$ cat src/rtl/fac_pkg.sv
package fac_pkg;

   typedef enum logic [1:0] {
      ST_IDLE = 2'd0,
      ST_ASK  = 2'd1,
      ST_WAIT = 2'd2
   } fill_state_t;

endpackage

$ cat src/rtl/fac_tag_match.sv
module fac_tag_match #(
   parameter int ENTRIES = 4,
   parameter int TAG_W   = 10,
   parameter int IDX_W   = 2
) (
   input  logic               clk,
   input  logic               rst_n,
   input  logic [TAG_W-1:0]   lookup_tag,
   input  logic               wr_en,
   input  logic [IDX_W-1:0]   wr_idx,
   input  logic [TAG_W-1:0]   wr_tag,
   output logic [ENTRIES-1:0] valid_o,
   output logic               hit_o,
   output logic [IDX_W-1:0]   hit_idx_o
);

   logic [TAG_W-1:0]   tag_q [ENTRIES];
   logic [ENTRIES-1:0] valid_q;
   logic [ENTRIES-1:0] match;

   // one comparator and one storage slot per entry
   for (genvar e = 0; e < ENTRIES; e++) begin : g_entry
      assign match[e] = valid_q[e] && (tag_q[e] == lookup_tag);

      always_ff @(posedge clk) begin
         if (!rst_n) begin
            valid_q[e] <= 1'b0;
            tag_q[e]   <= '0;
         end else if (wr_en && (wr_idx == IDX_W'(e))) begin
            valid_q[e] <= 1'b1;
            tag_q[e]   <= wr_tag;
         end
      end
   end

   always_comb begin
      hit_idx_o = '0;
      for (int e = 0; e < ENTRIES; e++) begin
         if (match[e]) hit_idx_o = hit_idx_o | IDX_W'(e);
      end
   end

   assign hit_o   = |match;
   assign valid_o = valid_q;

   p_single_match_r9: assert property (@(posedge clk) disable iff (!rst_n)
      $onehot0(match))
      else $error("R9: more than one entry matches");

endmodule

$ cat src/rtl/fac_fifo_victim.sv
module fac_fifo_victim #(
   parameter int ENTRIES = 4,
   parameter int IDX_W   = 2
) (
   input  logic               clk,
   input  logic               rst_n,
   input  logic               advance,
   input  logic [ENTRIES-1:0] valid_i,
   output logic [IDX_W-1:0]   victim_o
);

   localparam logic [IDX_W-1:0] LAST = IDX_W'(ENTRIES - 1);

   logic [IDX_W-1:0] ptr_q;

   always_ff @(posedge clk) begin
      if (!rst_n)       ptr_q <= '0;
      else if (advance) ptr_q <= (ptr_q == LAST) ? '0 : ptr_q + 1'b1;
   end

   assign victim_o = ptr_q;

   // checker: entries below the pointer must all be valid
   logic [ENTRIES-1:0] below_mask;
   always_comb begin
      below_mask = '0;
      for (int e = 0; e < ENTRIES; e++) begin
         if (IDX_W'(e) < ptr_q) below_mask[e] = 1'b1;
      end
   end

   p_fill_order_r8: assert property (@(posedge clk) disable iff (!rst_n)
      !(&valid_i) |-> (!valid_i[ptr_q] && ((valid_i & below_mask) == below_mask)))
      else $error("R8: victim is not the lowest invalid entry");

   p_ptr_hold_r7: assert property (@(posedge clk) disable iff (!rst_n)
      !advance |=> $stable(ptr_q))
      else $error("R7: pointer moved without an install");

endmodule

$ cat src/rtl/fac_cache.sv
module fac_cache #(
   parameter int ENTRIES = 4,
   parameter int WORDS   = 4,
   parameter int WORD_W  = 32,
   parameter int ADDR_W  = 12
) (
   input  logic                                   clk,
   input  logic                                   rst_n,
   input  logic                                   req_valid,
   output logic                                   req_ready,
   input  logic [ADDR_W-1:0]                      req_addr,
   output logic                                   rsp_valid,
   output logic [WORD_W-1:0]                      rsp_data,
   output logic                                   mem_req_valid,
   input  logic                                   mem_req_ready,
   output logic [ADDR_W-$clog2(WORDS)-1:0]        mem_req_addr,
   input  logic                                   mem_rsp_valid,
   input  logic [WORDS*WORD_W-1:0]                mem_rsp_data
);
   import fac_pkg::*;

   localparam int OFF_W   = $clog2(WORDS);
   localparam int OFF_S   = (OFF_W > 0) ? OFF_W : 1;
   localparam int TAG_W   = ADDR_W - OFF_W;
   localparam int IDX_W   = $clog2(ENTRIES);
   localparam int BLOCK_W = WORDS * WORD_W;

   initial begin
      assert (ENTRIES >= 2) else $error("ENTRIES must be at least 2");
      assert (WORDS == (1 << OFF_W)) else $error("WORDS must be a power of two");
      assert (TAG_W >= 1) else $error("ADDR_W too small for block size");
   end

   fill_state_t       state_q;
   logic [TAG_W-1:0]  req_tag, miss_tag_q;
   logic [OFF_S-1:0]  req_off, miss_off_q;

   // address split: variant without offset bits when a block is one word
   if (OFF_W > 0) begin : g_split
      assign req_tag = req_addr[ADDR_W-1:OFF_W];
      assign req_off = req_addr[OFF_S-1:0];
   end else begin : g_nosplit
      assign req_tag = req_addr;
      assign req_off = '0;
   end

   logic               hit;
   logic [IDX_W-1:0]   hit_idx, victim;
   logic [ENTRIES-1:0] valid_vec;
   logic               accept, install;

   assign req_ready = (state_q == ST_IDLE);
   assign accept    = req_valid && req_ready;
   assign install   = (state_q == ST_WAIT) && mem_rsp_valid;

   fac_tag_match #(.ENTRIES(ENTRIES), .TAG_W(TAG_W), .IDX_W(IDX_W)) i_match (
      .clk        (clk),
      .rst_n      (rst_n),
      .lookup_tag (req_tag),
      .wr_en      (install),
      .wr_idx     (victim),
      .wr_tag     (miss_tag_q),
      .valid_o    (valid_vec),
      .hit_o      (hit),
      .hit_idx_o  (hit_idx)
   );

   fac_fifo_victim #(.ENTRIES(ENTRIES), .IDX_W(IDX_W)) i_victim (
      .clk      (clk),
      .rst_n    (rst_n),
      .advance  (install),
      .valid_i  (valid_vec),
      .victim_o (victim)
   );

   logic [BLOCK_W-1:0] data_q [ENTRIES];
   logic [BLOCK_W-1:0] hit_block;
   logic [WORD_W-1:0]  hit_word, fill_word;

   always_ff @(posedge clk) begin
      if (install) data_q[victim] <= mem_rsp_data;
   end

   assign hit_block = data_q[hit_idx];
   assign hit_word  = hit_block[int'(req_off)*WORD_W +: WORD_W];
   assign fill_word = mem_rsp_data[int'(miss_off_q)*WORD_W +: WORD_W];

   always_ff @(posedge clk) begin
      if (!rst_n) begin
         state_q    <= ST_IDLE;
         miss_tag_q <= '0;
         miss_off_q <= '0;
         rsp_valid  <= 1'b0;
         rsp_data   <= '0;
      end else begin
         rsp_valid <= (accept && hit) || install;
         if (install)            rsp_data <= fill_word;
         else if (accept && hit) rsp_data <= hit_word;
         case (state_q)
            ST_IDLE: if (accept && !hit) begin
               miss_tag_q <= req_tag;
               miss_off_q <= req_off;
               state_q    <= ST_ASK;
            end
            ST_ASK:  if (mem_req_ready) state_q <= ST_WAIT;
            ST_WAIT: if (mem_rsp_valid) state_q <= ST_IDLE;
            default: state_q <= ST_IDLE;
         endcase
      end
   end

   assign mem_req_valid = (state_q == ST_ASK);
   assign mem_req_addr  = miss_tag_q;

   p_hit_resp_r3: assert property (@(posedge clk) disable iff (!rst_n)
      (req_valid && req_ready && hit) |=> (rsp_valid && !mem_req_valid))
      else $error("R3: hit did not respond next cycle");

   p_req_hold_r4: assert property (@(posedge clk) disable iff (!rst_n)
      (mem_req_valid && !mem_req_ready) |=> (mem_req_valid && $stable(mem_req_addr)))
      else $error("R4: fetch request dropped or changed");

   p_stall_r4: assert property (@(posedge clk) disable iff (!rst_n)
      mem_req_valid |-> !req_ready)
      else $error("R4: request accepted during a miss");

   p_fill_resp_r5: assert property (@(posedge clk) disable iff (!rst_n)
      (mem_rsp_valid && (state_q == ST_WAIT)) |=> (rsp_valid && req_ready))
      else $error("R5: fill did not forward data");

endmodule

$ cat config.mk
export PLATFORM = sky130hd
export DESIGN_NAME = fac_cache
export DESIGN_NICKNAME = d
export VERILOG_FILES = /design/src/rtl/fac_pkg.sv /design/src/rtl/fac_tag_match.sv /design/src/rtl/fac_fifo_victim.sv /design/src/rtl/fac_cache.sv
export SDC_FILE = /design/constraint.sdc
export NUM_CORES = 1
export LEC_CHECK = 0
export BUFFER_PORTS_ARGS = -buffer_cell sky130_fd_sc_hd__buf_2
export CORE_ASPECT_RATIO = 1.25
export CORE_MARGIN = 10
export CORE_UTILIZATION = 49
export CTS_CLUSTER_DIAMETER = 80
export DETAILED_ROUTE_END_ITERATION = 10
export PLACE_DENSITY = 0.65
export SYNTH_ARGS = -nofsm -noshare
export SYNTH_HDL_FRONTEND = slang
export SYNTH_HIERARCHICAL = 1
export SYNTH_SLANG_ARGS = --single-unit
$ cat constraint.sdc
create_clock -name clk -period 31.5 [get_ports clk]
set_clock_uncertainty 0.05 [all_clocks]
set_input_delay 9.45 -clock clk [delete_from_list [all_inputs] [get_ports clk]]
set_output_delay 9.45 -clock clk [all_outputs]
set_load 0.1 [all_outputs]
==> impl_metrics.csv, run 1 <==
group,metric,value,unit
setup_path,r2r_slack,26.82,ns
clocking,ctsResizeCount,0,
pwr,seqPwrFrac,52.9,%
setup_path,r2r_cells,7,
hold_path,min_from,"i_match/valid_o[2]$_SDFFE_PN0P_",
grt,grt_pass1_vias,13600,
setup_path,timing.rr.start,"state_q[1]$_SDFFE_PN0P_",
sta,worstMarginPinSlew,1.25,ns
logic_synthesis,synth.area.top_cells,"edfxtp_1, mux4_2, dfxtp_1",
grt,grt_util_met3,3.26,%
setup_path,cp.required,31.66,ns
setup_path,startpoint_type,"input pin",
setup_path,cp-end-kind,"flop",
detailed_routing,wirelength,56600,um
clocking,insertion_delay,0.59,ns
detailed_routing,drc,0,
sta,setup_violations,0,
grt,grt_pass1_wl,85100,um
floorplanning,start_util,49.6,%
sta,tns,0,ns
setup_path,cp_num_buf_inv,5,
cells_and_area,syn2layout_area_growth,14.2,%
setup_path,worstPathArrival,13.25,ns
clocking,clock_sinks,605,
clocking,htreeDepth,2,
clocking,clockBufferDepth,3,
setup_path,critPathMostFrequentCell,"buf_4",
cells_and_area,fillCellCount,3786,
sta,fin_hold_ws,0.399,ns
clocking,cts-root-buf,"clkbuf_16",
setup_path,cp_slowest_cell,"buf_4",
grt,antenna_found_initial,10,
clocking,cts_buffers,56,
cells_and_area,seqCellArea,0.0176,mm2
outcome,status,"finished, final reports clean",
clocking,cts_tree,"done",
grt,busiest_layer,"met2",
logic_synthesis,synth.top_cells.by_count,"edfxtp_1, mux4_2, dfxtp_1, nor2_1, a21oi_1",
cells_and_area,postLayoutCellArea,0.0281,mm2
placement,dp_hpwl,32200,um
grt,grt.total_usage,18.9,%
pwr,p_comb_share,4.7,%
floorplanning,die_area,0.0595,mm2
setup_path,critPathTopFamily,"buffers and inverters",
sta,hold_viol,0,
setup_path,cp_max_fo,60,
logic_synthesis,ys_seq_elements,605,
sta,relSlewSlack,15.9,%
grt,grt_max_degree,102,
detailed_routing,dr_total_vias,13000,
placement,place_area,0.0261,mm2
pwr,power_density,59.9,mW/mm2
clocking,cts.hold.buffers_added,0,
setup_path,path_cells,"buf_2 > nand3b_1 > buf_4 > inv_2 > nand2_1 > nor2_4 > buf_4 > buf_4",
clocking,cts_setup_buffers,0,
cells_and_area,fin_nets,1663,
placement,pre_cts_slack,17.66,ns
logic_synthesis,avgSynthCellArea,18.3,um2
placement,gp_congestion,0.730,
logic_synthesis,yosys.area.top_type,"edfxtp_1",
logic_synthesis,async_flop_share,0,%
grt,gr-total-overflow,0,
clocking,cts.clk_slew.worst_paths,0.06,ns
pwr,power_switching,0.347,mW
placement,portBuffers,189,
logic_synthesis,seq_area_frac_synth,71.8,%
setup_path,reg2reg_to,"data_q[2][113]$_DFFE_PP_",
logic_synthesis,yosys.cell_count.top_type,"edfxtp_1",
cells_and_area,drive_gt1_share,31.0,%
logic_synthesis,synth_ff_type,"edfxtp_1",
detailed_routing,antenna_left,0,
sta,rsz0062_at_grt,"no",
pwr,switching_share,20.7,%
floorplanning,boundaryPins,190,
detailed_routing,dr.pass1.iters,5,
sta,fin_ws,18.41,ns
grt,grt_util_met2,32.0,%
floorplanning,fp.dieW,220,um
detailed_routing,wl_per_cell,25.5,um
setup_path,worst_path_largest_cell_delay,0.83,ns
floorplanning,die_height,270,um
sta,max_clock_freq,0.0764,GHz
sta,slew_violations,0,
logic_synthesis,synth_edf_count,552,
detailed_routing,via_per_inst,5.86,
logic_synthesis,synth_top_area_share,67.5,%
floorplanning,row_count,91,
sta,fin_crit,13.09,ns
logic_synthesis,syn_inst,1339,
grt,met1_usage,24.4,%
cells_and_area,final_core_util,56.6,%
pwr,intPower,1.33,mW
logic_synthesis,syn-cell-area,0.0246,mm2
setup_path,cp.depth,8,
setup_path,crit_type,"input pin to flop",
logic_synthesis,synth_cell_type_count,49,
detailed_routing,drtIter0Drc,929,
sta,finalCritPeriodShare,41.6,%
run,max_cap_viol_count,0,
pwr,p_leak,9.23,nW
logic_synthesis,synth.net_count,1485,
setup_path,crit_start,"mem_rsp_valid",
cells_and_area,multiInputGateArea,0.00651,mm2
hold_path,hold_class,"flop to flop",
pwr,peakVddDrop,0.0376,mV
floorplanning,coreArea,0.0495,mm2
setup_path,endpoint,"data_q[2][113]$_DFFE_PP_",
pwr,p_clk_share,42.4,%
logic_synthesis,yosys_warnings,6,
-- flip-flops by register name (all words and copies together), names as in the netlist --
register / count
data_q: 512
i_match/tag_q: 40
i_match/valid_o: 4
i_victim/victim_o: 2
mem_req_addr: 10
miss_off_q: 2
rsp_data: 32
rsp_valid: 1
state_q: 2
-- cell type report --
class	count	area share, %
well taps	651	2.90
repair buffers	211	4.01
flip-flops and latches	605	62.9
diodes	4	0.0357
clock inverters	34	1.52
inverters	2	0.0268
multi-input cells	641	23.2
clock buffers	72	5.43
-- placed cells by master (no fill, tap or decap), types with 6 or more instances in the layout --
| cell | instances |
|---|---|
| a211oi_1 | 20 |
| a21boi_1 | 10 |
| a21oi_1 | 42 |
| and2_1 | 40 |
| buf_2 | 188 |
| buf_4 | 22 |
| bufinv_16 | 10 |
| clkbuf_1 | 11 |
| clkbuf_16 | 57 |
| clkinv_1 | 6 |
| clkinv_2 | 14 |
| dfxtp_1 | 51 |
| edfxtp_1 | 552 |
| mux2_1 | 24 |
| mux2_2 | 39 |
| mux2i_1 | 13 |
| mux4_2 | 128 |
| nand2_1 | 32 |
| nand4_1 | 7 |
| nor2_1 | 50 |
| nor2b_1 | 26 |
| nor3_1 | 16 |
| o21ai_0 | 32 |
| o22ai_1 | 31 |
| o311a_1 | 12 |
| o31a_1 | 20 |
| or3_1 | 21 |
| xnor2_1 | 35 |
-- metal layers --
metal	vias up	share of wire, %
li1	5737	-
met4	12	2.3
met2	381	52
met5	-	0.11
met3	96	5.7
met1	6782	40
-- cell families (layout without fill, tap and decap cells) --
| logic type | count (synthesis) | after routing | share of synthesized area (%) |
|---|---|---|---|
| DFF | 605 | 605 | 71.8 |
| and+or+nand+nor | 218 | 218 | 4.76 |
| muxes | 204 | 204 | 15.2 |
| AOI/OAI and AO/OA | 178 | 178 | 4.76 |
| buffers and inverters | 93 | 319 | 2.01 |
| xor gates and xnor gates | 40 | 40 | 1.46 |
| adders and majority gates | 1 | 1 | 0.0509 |
| other | 0 | 4 | 0 |
-- worst min path at each step --
stage / endpoint / slack, ns / depth (start not counted)
global route: i_match/valid_o[0]$_SDFFE_PN0P_ / 0.42 / 1
global placement: i_match/valid_o[0]$_SDFFE_PN0P_ / 0.38 / 1
CTS: i_match/valid_o[2]$_SDFFE_PN0P_ / 0.40 / 1
floorplan: i_match/valid_o[0]$_SDFFE_PN0P_ / 0.38 / 1
finish: i_match/valid_o[2]$_SDFFE_PN0P_ / 0.40 / 1
detailed placement: i_match/valid_o[2]$_SDFFE_PN0P_ / 0.39 / 1
-- through the flow --
| step | cells | power, mW |
|---|---|---|
| CTS | 2216 | 1.69 |
| global route | 2219 | 1.73 |
| finish | 2220 | 1.68 |
| floorplan | 1339 | 0.952 |
| global placement | 2110 | 0.984 |
| detailed placement | 2110 | 0.986 |
-- power groups by stage --
stage	sequential [mW]	combinational (mW)	clock, mW
detailed placement	0.906	0.0799	0
floorplan	0.917	0.0355	0
finish	0.889	0.0796	0.711
global placement	0.906	0.0783	0
global route	0.889	0.0847	0.759
CTS	0.889	0.0801	0.726
No activity file was read; power rests on OpenSTA's default activity.
==> run 2, diff against run 1 <==
--- a/config.mk
+++ b/config.mk
@@ -11,7 +11,7 @@
 export CORE_UTILIZATION = 49
 export CTS_CLUSTER_DIAMETER = 80
 export DETAILED_ROUTE_END_ITERATION = 10
-export PLACE_DENSITY = 0.65
+export PLACE_DENSITY = 0.68
 export SYNTH_ARGS = -nofsm -noshare
 export SYNTH_HDL_FRONTEND = slang
 export SYNTH_HIERARCHICAL = 1
==> constraint.sdc (replaced) <==
create_clock -name clk -period 10.6 [get_ports clk]
set_clock_uncertainty 0.05 [all_clocks]
set_input_delay 3.18 -clock clk [delete_from_list [all_inputs] [get_ports clk]]
set_output_delay 3.18 -clock clk [all_outputs]
set_load 0.1 [all_outputs]
==> impl_metrics.csv, run 2 (synthesized netlist as in run 1, its figures left out) <==
group,metric,value,unit
grt,grt_pass1_vias,14200,
setup_path,cp.required,11.04,ns
cells_and_area,postLayoutCellArea,0.0281,mm2
setup_path,startpoint_type,"input pin",
clocking,insertion_delay,0.61,ns
floorplanning,die_height,270,um
placement,pre_cts_slack,3.62,ns
grt,grt.total_usage,19.6,%
pwr,intPower,3.92,mW
clocking,clockBufferDepth,3,
pwr,p_clk_share,41.8,%
sta,worstMarginPinSlew,1.05,ns
detailed_routing,wl_per_cell,26.0,um
cells_and_area,top_regs,"data_q x512, i_match/tag_q x40, rsp_data x32",
setup_path,cp-end-kind,"flop",
cells_and_area,largest_reg_flops,512,
cells_and_area,final_common_cell,"edfxtp_1",
clocking,cts_buffers,57,
pwr,power_switching,1.03,mW
clocking,cts.clk_slew.worst_paths,0.06,ns
grt,gr-total-overflow,0,
grt,antenna_found_initial,13,
clocking,cts_tree,"done",
setup_path,crit_type,"input pin to flop",
pwr,p_leak,9.24,nW
floorplanning,coreArea,0.0495,mm2
clocking,htreeDepth,2,
pwr,p_total,4.95,mW
clocking,ctsResizeCount,0,
detailed_routing,dr.pass1.iters,5,
clocking,cts_setup_buffers,0,
pwr,power_density,176,mW/mm2
placement,dp_hpwl,33500,um
cells_and_area,drive_gt1_share,30.6,%
sta,rsz0062_at_grt,"no",
setup_path,cp_slowest_cell,"buf_4",
hold_path,hold_class,"flop to flop",
sta,relSlewSlack,29.8,%
cells_and_area,syn2layout_area_growth,14.4,%
cells_and_area,regMostFlops,"data_q",
floorplanning,row_count,91,
sta,slew_violations,0,
grt,grt_max_degree,89,
placement,portBuffers,189,
detailed_routing,via_per_inst,5.88,
sta,hold_viol,0,
sta,fin_crit,6.35,ns
setup_path,cp_max_fo,31,
run,max_cap_viol_count,0,
grt,grt_pass1_wl,88100,um
sta,finalCritPeriodShare,59.9,%
floorplanning,fp.dieW,220,um
floorplanning,start_util,49.6,%
floorplanning,boundaryPins,190,
detailed_routing,drtIter0Drc,1052,
cells_and_area,fillCellCount,3758,
sta,fin_ws,4.25,ns
clocking,cts.hold.buffers_added,0,
pwr,switching_share,20.9,%
sta,fin_hold_ws,0.409,ns
setup_path,path_cells,"buf_2 > xor2_1 > nor4_1 > nand4_1 > o21ai_4 > buf_4 > buf_4 > mux4_2 > mux2i_1 > nor2_1 > o311a_1",
detailed_routing,antenna_left,0,
clocking,clock_sinks,605,
placement,place_area,0.0262,mm2
clocking,cts-root-buf,"clkbuf_16",
setup_path,critPathMostFrequentCell,"buf_4",
pwr,peakVddDrop,0.109,mV
detailed_routing,dr_total_vias,13100,
setup_path,worstPathArrival,6.79,ns
pwr,seqPwrFrac,53.2,%
detailed_routing,drc,0,
sta,max_clock_freq,0.157,GHz
cells_and_area,layout_common_cells,"edfxtp_1, buf_2, mux4_2",
placement,gp_congestion,0.759,
floorplanning,die_area,0.0595,mm2
sta,setup_violations,0,
cells_and_area,fin_nets,1672,
setup_path,worst_path_largest_cell_delay,0.57,ns
sta,tns,0,ns
outcome,status,"finished, final reports clean",
pwr,p_comb_share,4.9,%
detailed_routing,wirelength,58000,um
==> run 2: area by class of cell <==
type | instances | area, um2 | share of cell area, %
Clock buffer | 76 | 1580 | 5.63
Clock inverter | 32 | 330 | 1.18
Sequential cell | 605 | 17600 | 62.8
Multi-Input combinational cell | 641 | 6520 | 23.2
Inverter | 2 | 7.51 | 0.0267
Tap cell | 651 | 815 | 2.90
Antenna cell | 6 | 15.0 | 0.0534
Timing Repair Buffer | 219 | 1190 | 4.22
==> run 2: power groups by stage <==
| stage | Combinational [mW] | Sequential, mW | Clock (mW) |
|---|---|---|---|
| after floorplan | 0.106 | 2.72 | 0 |
| after global placement | 0.239 | 2.69 | 0 |
| after detailed placement | 0.244 | 2.69 | 0 |
| after CTS | 0.245 | 2.64 | 2.10 |
| after global routing | 0.261 | 2.64 | 2.20 |
| final | 0.244 | 2.63 | 2.07 |
==> run 2: final timing paths <==
| check | slack, ns | cells after the start | from | endpoint |
|---|---|---|---|---|
| hold reg to reg | 0.41 | 1 | i_match/valid_o[3]$_SDFFE_PN0P_ | i_match/valid_o[3]$_SDFFE_PN0P_ |
| hold / removal | 0.41 | 1 | i_match/valid_o[3]$_SDFFE_PN0P_ | i_match/valid_o[3]$_SDFFE_PN0P_ |
| setup / recovery | 4.25 | 11 | req_addr[7] | rsp_data[21]$_SDFFE_PN0P_ |
| setup reg to reg | 6.57 | 10 | i_match/tag_q[1][0]$_SDFFCE_PN0P_ | rsp_data[21]$_SDFFE_PN0P_ |
==> run 2: per-stage QoR <==
stage / std cells / util, %
after global routing: 2232 / 56.7
after detailed placement: 2118 / 52.8
after CTS: 2226 / 56.7
after floorplan: 1339 / -
final: 2232 / 56.7
after global placement: 2118 / 52.8
==> run 2: critical path: cells and delay by family <==
| kind | cells | cell delay, ns |
|---|---|---|
| multiplexers | 2 | 0.72 |
| AND/OR/NAND/NOR | 3 | 0.68 |
| XOR/XNOR | 1 | 0.16 |
| AO/OA/AOI/OAI | 2 | 0.79 |
| buffers and inverters | 3 | 1.21 |
==> run 2: per-layer routing <==
metal	vias to the layer above	global-route usage (%)	share of wire, %
li1	5772	-	-
met1	6825	24.5	39
met2	417	33.4	52
met3	95	3.60	6.4
met4	12	7.02	2.4
met5	-	0	0.12
